<file path="src/rtl/can_bor_pkg.sv">
package can_bor_pkg;
  typedef enum logic {
    ST_NORMAL  = 1'b0,
    ST_RECOVER = 1'b1
  } bor_state_e;

  localparam int unsigned CODE_W = 3;
  localparam logic [CODE_W-1:0] CODE_NONE = 3'b000;
  localparam logic [CODE_W-1:0] CODE_BIT0 = 3'b101;
endpackage

</file>
<file path="src/rtl/can_bor_run_cnt.sv">
// Counts consecutive recessive samples; flags the sample that completes a run.
module can_bor_run_cnt #(
  parameter int unsigned RUN_LEN = 11
) (
  input  logic clk_i,
  input  logic rst_ni,
  input  logic clr_i,
  input  logic en_i,
  input  logic bit_i,
  output logic run_done_o
);
  localparam int unsigned RunW = (RUN_LEN > 2) ? $clog2(RUN_LEN) : 1;
  localparam logic [RunW-1:0] RunLast = RunW'(RUN_LEN - 1);

  logic [RunW-1:0] cnt_q;

  assign run_done_o = en_i && bit_i && !clr_i && (cnt_q == RunLast);

  always_ff @(posedge clk_i or negedge rst_ni) begin
    if (!rst_ni) begin
      cnt_q <= '0;
    end else if (clr_i) begin
      cnt_q <= '0;
    end else if (en_i) begin
      if (!bit_i || run_done_o) cnt_q <= '0;
      else                      cnt_q <= cnt_q + 1'b1;
    end
  end
endmodule

</file>
<file path="src/rtl/can_bor_idle_cnt.sv">
// Counts completed idle runs; flags the run that ends recovery.
module can_bor_idle_cnt #(
  parameter int unsigned RUN_COUNT = 129
) (
  input  logic clk_i,
  input  logic rst_ni,
  input  logic clr_i,
  input  logic inc_i,
  output logic last_o
);
  localparam int unsigned IdleW = (RUN_COUNT > 2) ? $clog2(RUN_COUNT) : 1;
  localparam logic [IdleW-1:0] IdleLast = IdleW'(RUN_COUNT - 1);

  logic [IdleW-1:0] cnt_q;

  assign last_o = inc_i && !clr_i && (cnt_q == IdleLast);

  always_ff @(posedge clk_i or negedge rst_ni) begin
    if (!rst_ni) begin
      cnt_q <= '0;
    end else if (clr_i || last_o) begin
      cnt_q <= '0;
    end else if (inc_i) begin
      cnt_q <= cnt_q + 1'b1;
    end
  end
endmodule

</file>
<file path="src/rtl/can_bor_ctrl.sv">
// INIT flag, recovery state and registered status outputs.
module can_bor_ctrl
  import can_bor_pkg::*;
(
  input  logic              clk_i,
  input  logic              rst_ni,
  input  logic              bus_off_i,
  input  logic              init_wr_i,
  input  logic              init_wdata_i,
  input  logic              cce_i,
  input  logic              run_done_i,
  input  logic              seq_done_i,
  output logic              counting_o,
  output logic              restart_o,
  output logic              init_o,
  output logic [CODE_W-1:0] sts_code_o,
  output logic              sts_wr_o,
  output logic              ec_reset_o,
  output logic              bus_active_o,
  output logic              timing_wr_en_o
);
  bor_state_e        state_q;
  logic              init_q;
  logic [CODE_W-1:0] code_q;
  logic              sts_wr_q;
  logic              ec_reset_q;

  assign restart_o  = bus_off_i;
  assign counting_o = (state_q == ST_RECOVER) && !init_q;

  always_ff @(posedge clk_i or negedge rst_ni) begin
    if (!rst_ni) begin
      state_q <= ST_NORMAL;
    end else if (bus_off_i) begin
      state_q <= ST_RECOVER;
    end else if (seq_done_i) begin
      state_q <= ST_NORMAL;
    end
  end

  // bus-off outranks a software write
  always_ff @(posedge clk_i or negedge rst_ni) begin
    if (!rst_ni)        init_q <= 1'b1;
    else if (bus_off_i) init_q <= 1'b1;
    else if (init_wr_i) init_q <= init_wdata_i;
  end

  always_ff @(posedge clk_i or negedge rst_ni) begin
    if (!rst_ni) begin
      code_q     <= CODE_NONE;
      sts_wr_q   <= 1'b0;
      ec_reset_q <= 1'b0;
    end else begin
      sts_wr_q   <= run_done_i;
      ec_reset_q <= seq_done_i;
      if (run_done_i) code_q <= CODE_BIT0;
    end
  end

  assign init_o         = init_q;
  assign sts_code_o     = code_q;
  assign sts_wr_o       = sts_wr_q;
  assign ec_reset_o     = ec_reset_q;
  assign bus_active_o   = (state_q == ST_NORMAL) && !init_q;
  assign timing_wr_en_o = cce_i && init_q;
endmodule

</file>
<file path="src/rtl/can_busoff_recovery.sv">
module can_busoff_recovery
  import can_bor_pkg::*;
#(
  parameter int unsigned RUN_LEN   = 11,
  parameter int unsigned RUN_COUNT = 129
) (
  input  logic              clk_i,
  input  logic              rst_ni,
  input  logic              bit_strobe_i,
  input  logic              rx_bit_i,
  input  logic              bus_off_i,
  input  logic              init_wr_i,
  input  logic              init_wdata_i,
  input  logic              cce_i,
  output logic              init_o,
  output logic [CODE_W-1:0] sts_code_o,
  output logic              sts_wr_o,
  output logic              ec_reset_o,
  output logic              bus_active_o,
  output logic              timing_wr_en_o
);
  logic counting;
  logic restart;
  logic run_done;
  logic seq_done;

  can_bor_run_cnt #(.RUN_LEN(RUN_LEN)) u_run (
    .clk_i     (clk_i),
    .rst_ni    (rst_ni),
    .clr_i     (restart),
    .en_i      (bit_strobe_i && counting),
    .bit_i     (rx_bit_i),
    .run_done_o(run_done)
  );

  can_bor_idle_cnt #(.RUN_COUNT(RUN_COUNT)) u_idle (
    .clk_i (clk_i),
    .rst_ni(rst_ni),
    .clr_i (restart),
    .inc_i (run_done),
    .last_o(seq_done)
  );

  can_bor_ctrl u_ctrl (
    .clk_i         (clk_i),
    .rst_ni        (rst_ni),
    .bus_off_i     (bus_off_i),
    .init_wr_i     (init_wr_i),
    .init_wdata_i  (init_wdata_i),
    .cce_i         (cce_i),
    .run_done_i    (run_done),
    .seq_done_i    (seq_done),
    .counting_o    (counting),
    .restart_o     (restart),
    .init_o        (init_o),
    .sts_code_o    (sts_code_o),
    .sts_wr_o      (sts_wr_o),
    .ec_reset_o    (ec_reset_o),
    .bus_active_o  (bus_active_o),
    .timing_wr_en_o(timing_wr_en_o)
  );
endmodule

</file>
<file path="config.mk">
export PLATFORM = sky130hd
export DESIGN_NAME = can_busoff_recovery
export DESIGN_NICKNAME = d
export VERILOG_FILES = /design/src/rtl/can_bor_pkg.sv /design/src/rtl/can_bor_run_cnt.sv /design/src/rtl/can_bor_idle_cnt.sv /design/src/rtl/can_bor_ctrl.sv /design/src/rtl/can_busoff_recovery.sv
export SDC_FILE = /design/constraint.sdc
export NUM_CORES = 1
export LEC_CHECK = 0
export CAP_MARGIN = 0
export CORE_UTILIZATION = 35
export CTS_CLUSTER_SIZE = 40
export DETAILED_ROUTE_END_ITERATION = 12
export GPL_TIMING_DRIVEN = 0
export PLACE_DENSITY = 0.55
export SYNTH_ARGS = -nofsm -noshare
export SYNTH_HDL_FRONTEND = slang
export SYNTH_HIERARCHICAL = 1
export SYNTH_SLANG_ARGS = --single-unit
</file>
<file path="constraint.sdc">
create_clock -name clk_i -period 2.68 [get_ports clk_i]
set_input_delay 0.536 -clock clk_i [delete_from_list [all_inputs] [get_ports clk_i]]
set_output_delay 0.536 -clock clk_i [all_outputs]
set_load 0.02 [all_outputs]
</file>
==> summary.md <==
| Metric | Value |
|---|---|
| Synth area leaders | dfrtp_1, ha_1, dfstp_2, xor2_1, a21oi_1 |
| Status | completed |
| First-pass GRT wire length | 2.80 mm |
| Synthesized instance count | 87 |
| Vias after detailed routing | 680 |
| Netlist cell types | 36 |
| Worst path required time | 2.90 ns |
| Mean post-synth cell area | 10.3 sq um |
| Worst-path maximum fanout | 8 |
| Worst EP arrival | 2.55 ns |
| Cell area after synthesis | 897 sq um |
| Largest family of logic cells by synthesized area | simple AND/OR/NAND/NOR gates |
| GPL Wtd Cong | 0.720 |
| Sum Neg Setup Slack | 0 ns |
| I/O Pins | 16 |
| RSZ-0062 raised after global routing | no |
| Num rows | 17 |
| Hold Path Sink | u_ctrl/sts_code_o[0]$_DFFE_PN0P_ |
| Post-CTS sizing | 0 |
| Total CTS buffers | 3 |
| Seq pwr share | 59.7% |
| Combinational share of power | 9.0% |
| Initial antenna violation count | 0 |
| Antenna fix cells | 0 |
| Syn. warnings | 6 |
| Area Overhead vs Synth | 22.5% |
| Largest net degree at the start of global routing | 18 |
| Fraction of synthesized area in multiplexers | 1.12% |
| Final period demand of the worst path | 2.33 ns |
| Final Max Slew Viols | 0 |
| Htree depth | 1 |
| Vias in the first global route | 637 |
| Clk buf depth | 2 |
| Drt first pass iters | 4 |
| Origin of the worst setup path | bit_strobe_i |
| Layout Cells excl Fill | 133 |
| Net Sw Frac | 22.8% |
| Post-Synth Adder-Cell Area | 5.58% |
| Max Cap Violations | 0 |
| Hold crit path type | reg2reg |
| Drt drc | 0 |
| Grt ovf | 0 |
| Cts hold-fix bufs | 0 |
| Worst vdd ir | 0.368 mV |
| R2r setup slk | 0.48 ns |
| Setup Viol. Count Final | 0 |
| Post-CTS Setup Inserts | 0 |
| Fmax | 429 MHz |
| Clock Latency Late Sink | 0.29 ns |
| Sequential cell area fraction in the yosys report | 47.6% |
| Port bufs | 14 |
| Routed wire per std cell | 12.4 um |
| Vias per cell | 5.11 |
| Clk sinks | 17 |
| Die Area | 2770 sq um |
| Die X | 52.6 um |
| Layout cell share with drive strength beyond 1 | 13.3% |
| Final nets | 118 |
| GR Util All Layers | 14.2% |
| Crit Path Category | in2reg |
| XOR/XNOR Fraction of Synth Area | 3.91% |
| LEAKAGE | 0.464 nW |
| Slew HR | 49.0% |
| Starting density of the core | 38.7% |
| Dpl cells | 129 |
| Flops & latches, synth | 17 |
| Pwr/cell area | 397 nW/um^2 |
| Hold Path Origin | u_ctrl/sts_code_o[0]$_DFFE_PN0P_ |
| R2R depth | 8 |
| Cell accounting for the most synthesized area | dfrtp_1 |
| 1st-iter DRT viols | 12 |
| Pint | 0.000337 W |
| Clock slew at reported path FFs | 0.10 ns |
| WL final | 1.65 mm |
| Crit start category | primary input |
| Final hold violation count | 0 |
| Post-DP HPWL | 1.22 mm |
| Post-synth top area share | 44.6% |
| Period utilization | 87.0% |
| Reg2reg start | u_ctrl/init_o$_DFFE_PN1P_ |
| Synth Area in Compound Gates | 9.76% |
| Syn_nets | 99 |
| Skew final | 0.00958 ns |
| Hold path depth | 1 |
| Worst Setup End Kind | flop |
| Clock Power Share | 31.3% |
| Worst R2R End | u_idle/cnt_q[7]$_DFFE_PN0P_ |
| Slew @ Worst Pin | 0.763 ns |
| Switching power | 0.0000992 W |
| Final ANT Viol Nets | 0 |
| Die height | 52.6 um |
| Root Driver | clkbuf_4 |
| CTS tree | done |
| Simple-gate share of the synthesized area | 26.2% |
| Core area | 2320 sq um |
-- stage by stage --
stage                     hold slack (ns)  utilization (%)  worst slack (ns)  cell area (sq um)  total power [W]
final                               0.506             47.4             0.349               1100         0.000436
after floorplan                     0.240                -             0.708                897         0.000282
after global placement              0.478             46.2            0.0643               1070         0.000305
after global routing                0.531             47.4             0.175               1100         0.000463
after detailed placement            0.491             46.2            0.0389               1070         0.000305
after CTS                           0.514             47.4             0.329               1100         0.000445
-- layer usage --
metal	vias to the layer above	routed length, um	global-route usage (%)
met3	2	62	6.09
met2	7	850	22.4
li1	338	-	-
met4	0	10	3.95
met5	-	0	0
met1	333	723	17.6
-- power groups by stage --
stage | combinational [W] | sequential [W] | clock, W
6_report | 0.0000391 | 0.000260 | 0.000137
2_1_floorplan | 0.0000152 | 0.000266 | 0
5_1_grt | 0.0000427 | 0.000261 | 0.000160
4_1_cts | 0.0000399 | 0.000260 | 0.000145
3_5_place_dp | 0.0000397 | 0.000265 | 0
3_3_place_gp | 0.0000396 | 0.000265 | 0
-- synthesized netlist by cell type --
master	instances
dfrtp_1	16
nor2_1	6
a21oi_1	5
ha_1	4
inv_1	4
nand2b_1	4
nand4_1	4
or3_1	4
buf_4	3
nand2_1	3
nand3_1	3
o21ai_0	3
xor2_1	3
nor2b_1	2
nor3_1	2
a211o_1	1
a21o_1	1
a21oi_2	1
a31o_2	1
a31oi_1	1
and2_1	1
and2_2	1
and2b_2	1
and3b_1	1
and4b_1	1
and4bb_1	1
buf_6	1
conb_1	1
dfstp_2	1
mux2i_1	1
nand3b_1	1
nand4_2	1
nand4b_1	1
o211ai_1	1
or2_2	1
xnor2_1	1
-- state kept, by name, indices dropped and copies added (netlist names) --
register / cells
u_idle/cnt_q: 8
u_ctrl/sts_wr_o: 1
u_ctrl/state_q: 1
u_ctrl/init_o: 1
u_ctrl/sts_code_o: 1
u_run/cnt_q: 4
u_ctrl/ec_reset_o: 1
-- area by class of cell --
class,count,area (sq um)
fillers,242,1220
inverters,4,15.0
repair buffers,14,140
plain buffers,4,33.8
well taps,28,35.0
clock buffers,4,26.3
flip-flops and latches,17,427
multi-input cells,62,422
-- cells by family after synthesis --
logic type,Yosys count
multiplexers,1
AO/OA/AOI/OAI,14
flip-flops,17
AND/OR/NAND/NOR,38
XOR/XNOR,4
buffers and inverters,8
other,1
adder cells (fa/ha/maj),4
-- how the worst max path moves through the flow --
stage,endpoint,slack (ns),cells past startpoint
6_report,u_idle/cnt_q[7]$_DFFE_PN0P_,0.35,8
5_1_grt,u_idle/cnt_q[7]$_DFFE_PN0P_,0.18,8
4_1_cts,u_idle/cnt_q[7]$_DFFE_PN0P_,0.33,8
3_5_place_dp,u_idle/cnt_q[7]$_DFFE_PN0P_,0.04,8
3_3_place_gp,u_idle/cnt_q[7]$_DFFE_PN0P_,0.06,8
2_1_floorplan,u_idle/cnt_q[7]$_DFFE_PN0P_,0.71,8
-- cells in the final DEF (no fill, tap or decap), types with 2 or more instances in the layout --
cell             netlist  routed
dfrtp_1               16      16
clkdlybuf4s50_1        0      14
nor2_1                 6       6
a21oi_1                5       5
inv_1                  4       4
or3_1                  4       4
nand4_1                4       4
ha_1                   4       4
nand2b_1               4       4
clkbuf_4               0       3
buf_4                  3       3
nand3_1                3       3
o21ai_0                3       3
nand2_1                3       3
xor2_1                 3       3
nor2b_1                2       2
nor3_1                 2       2
-- critical path, stage by stage --
cell and delay [ns]:
clkdlybuf4s50_1 0.45, and2_1 0.25, nand2_1 0.10, nor3_1 0.33, buf_6 0.20, nand4_2 0.16
or3_1 0.40, a21oi_2 0.13
No activity file was read; power rests on OpenSTA's default activity.
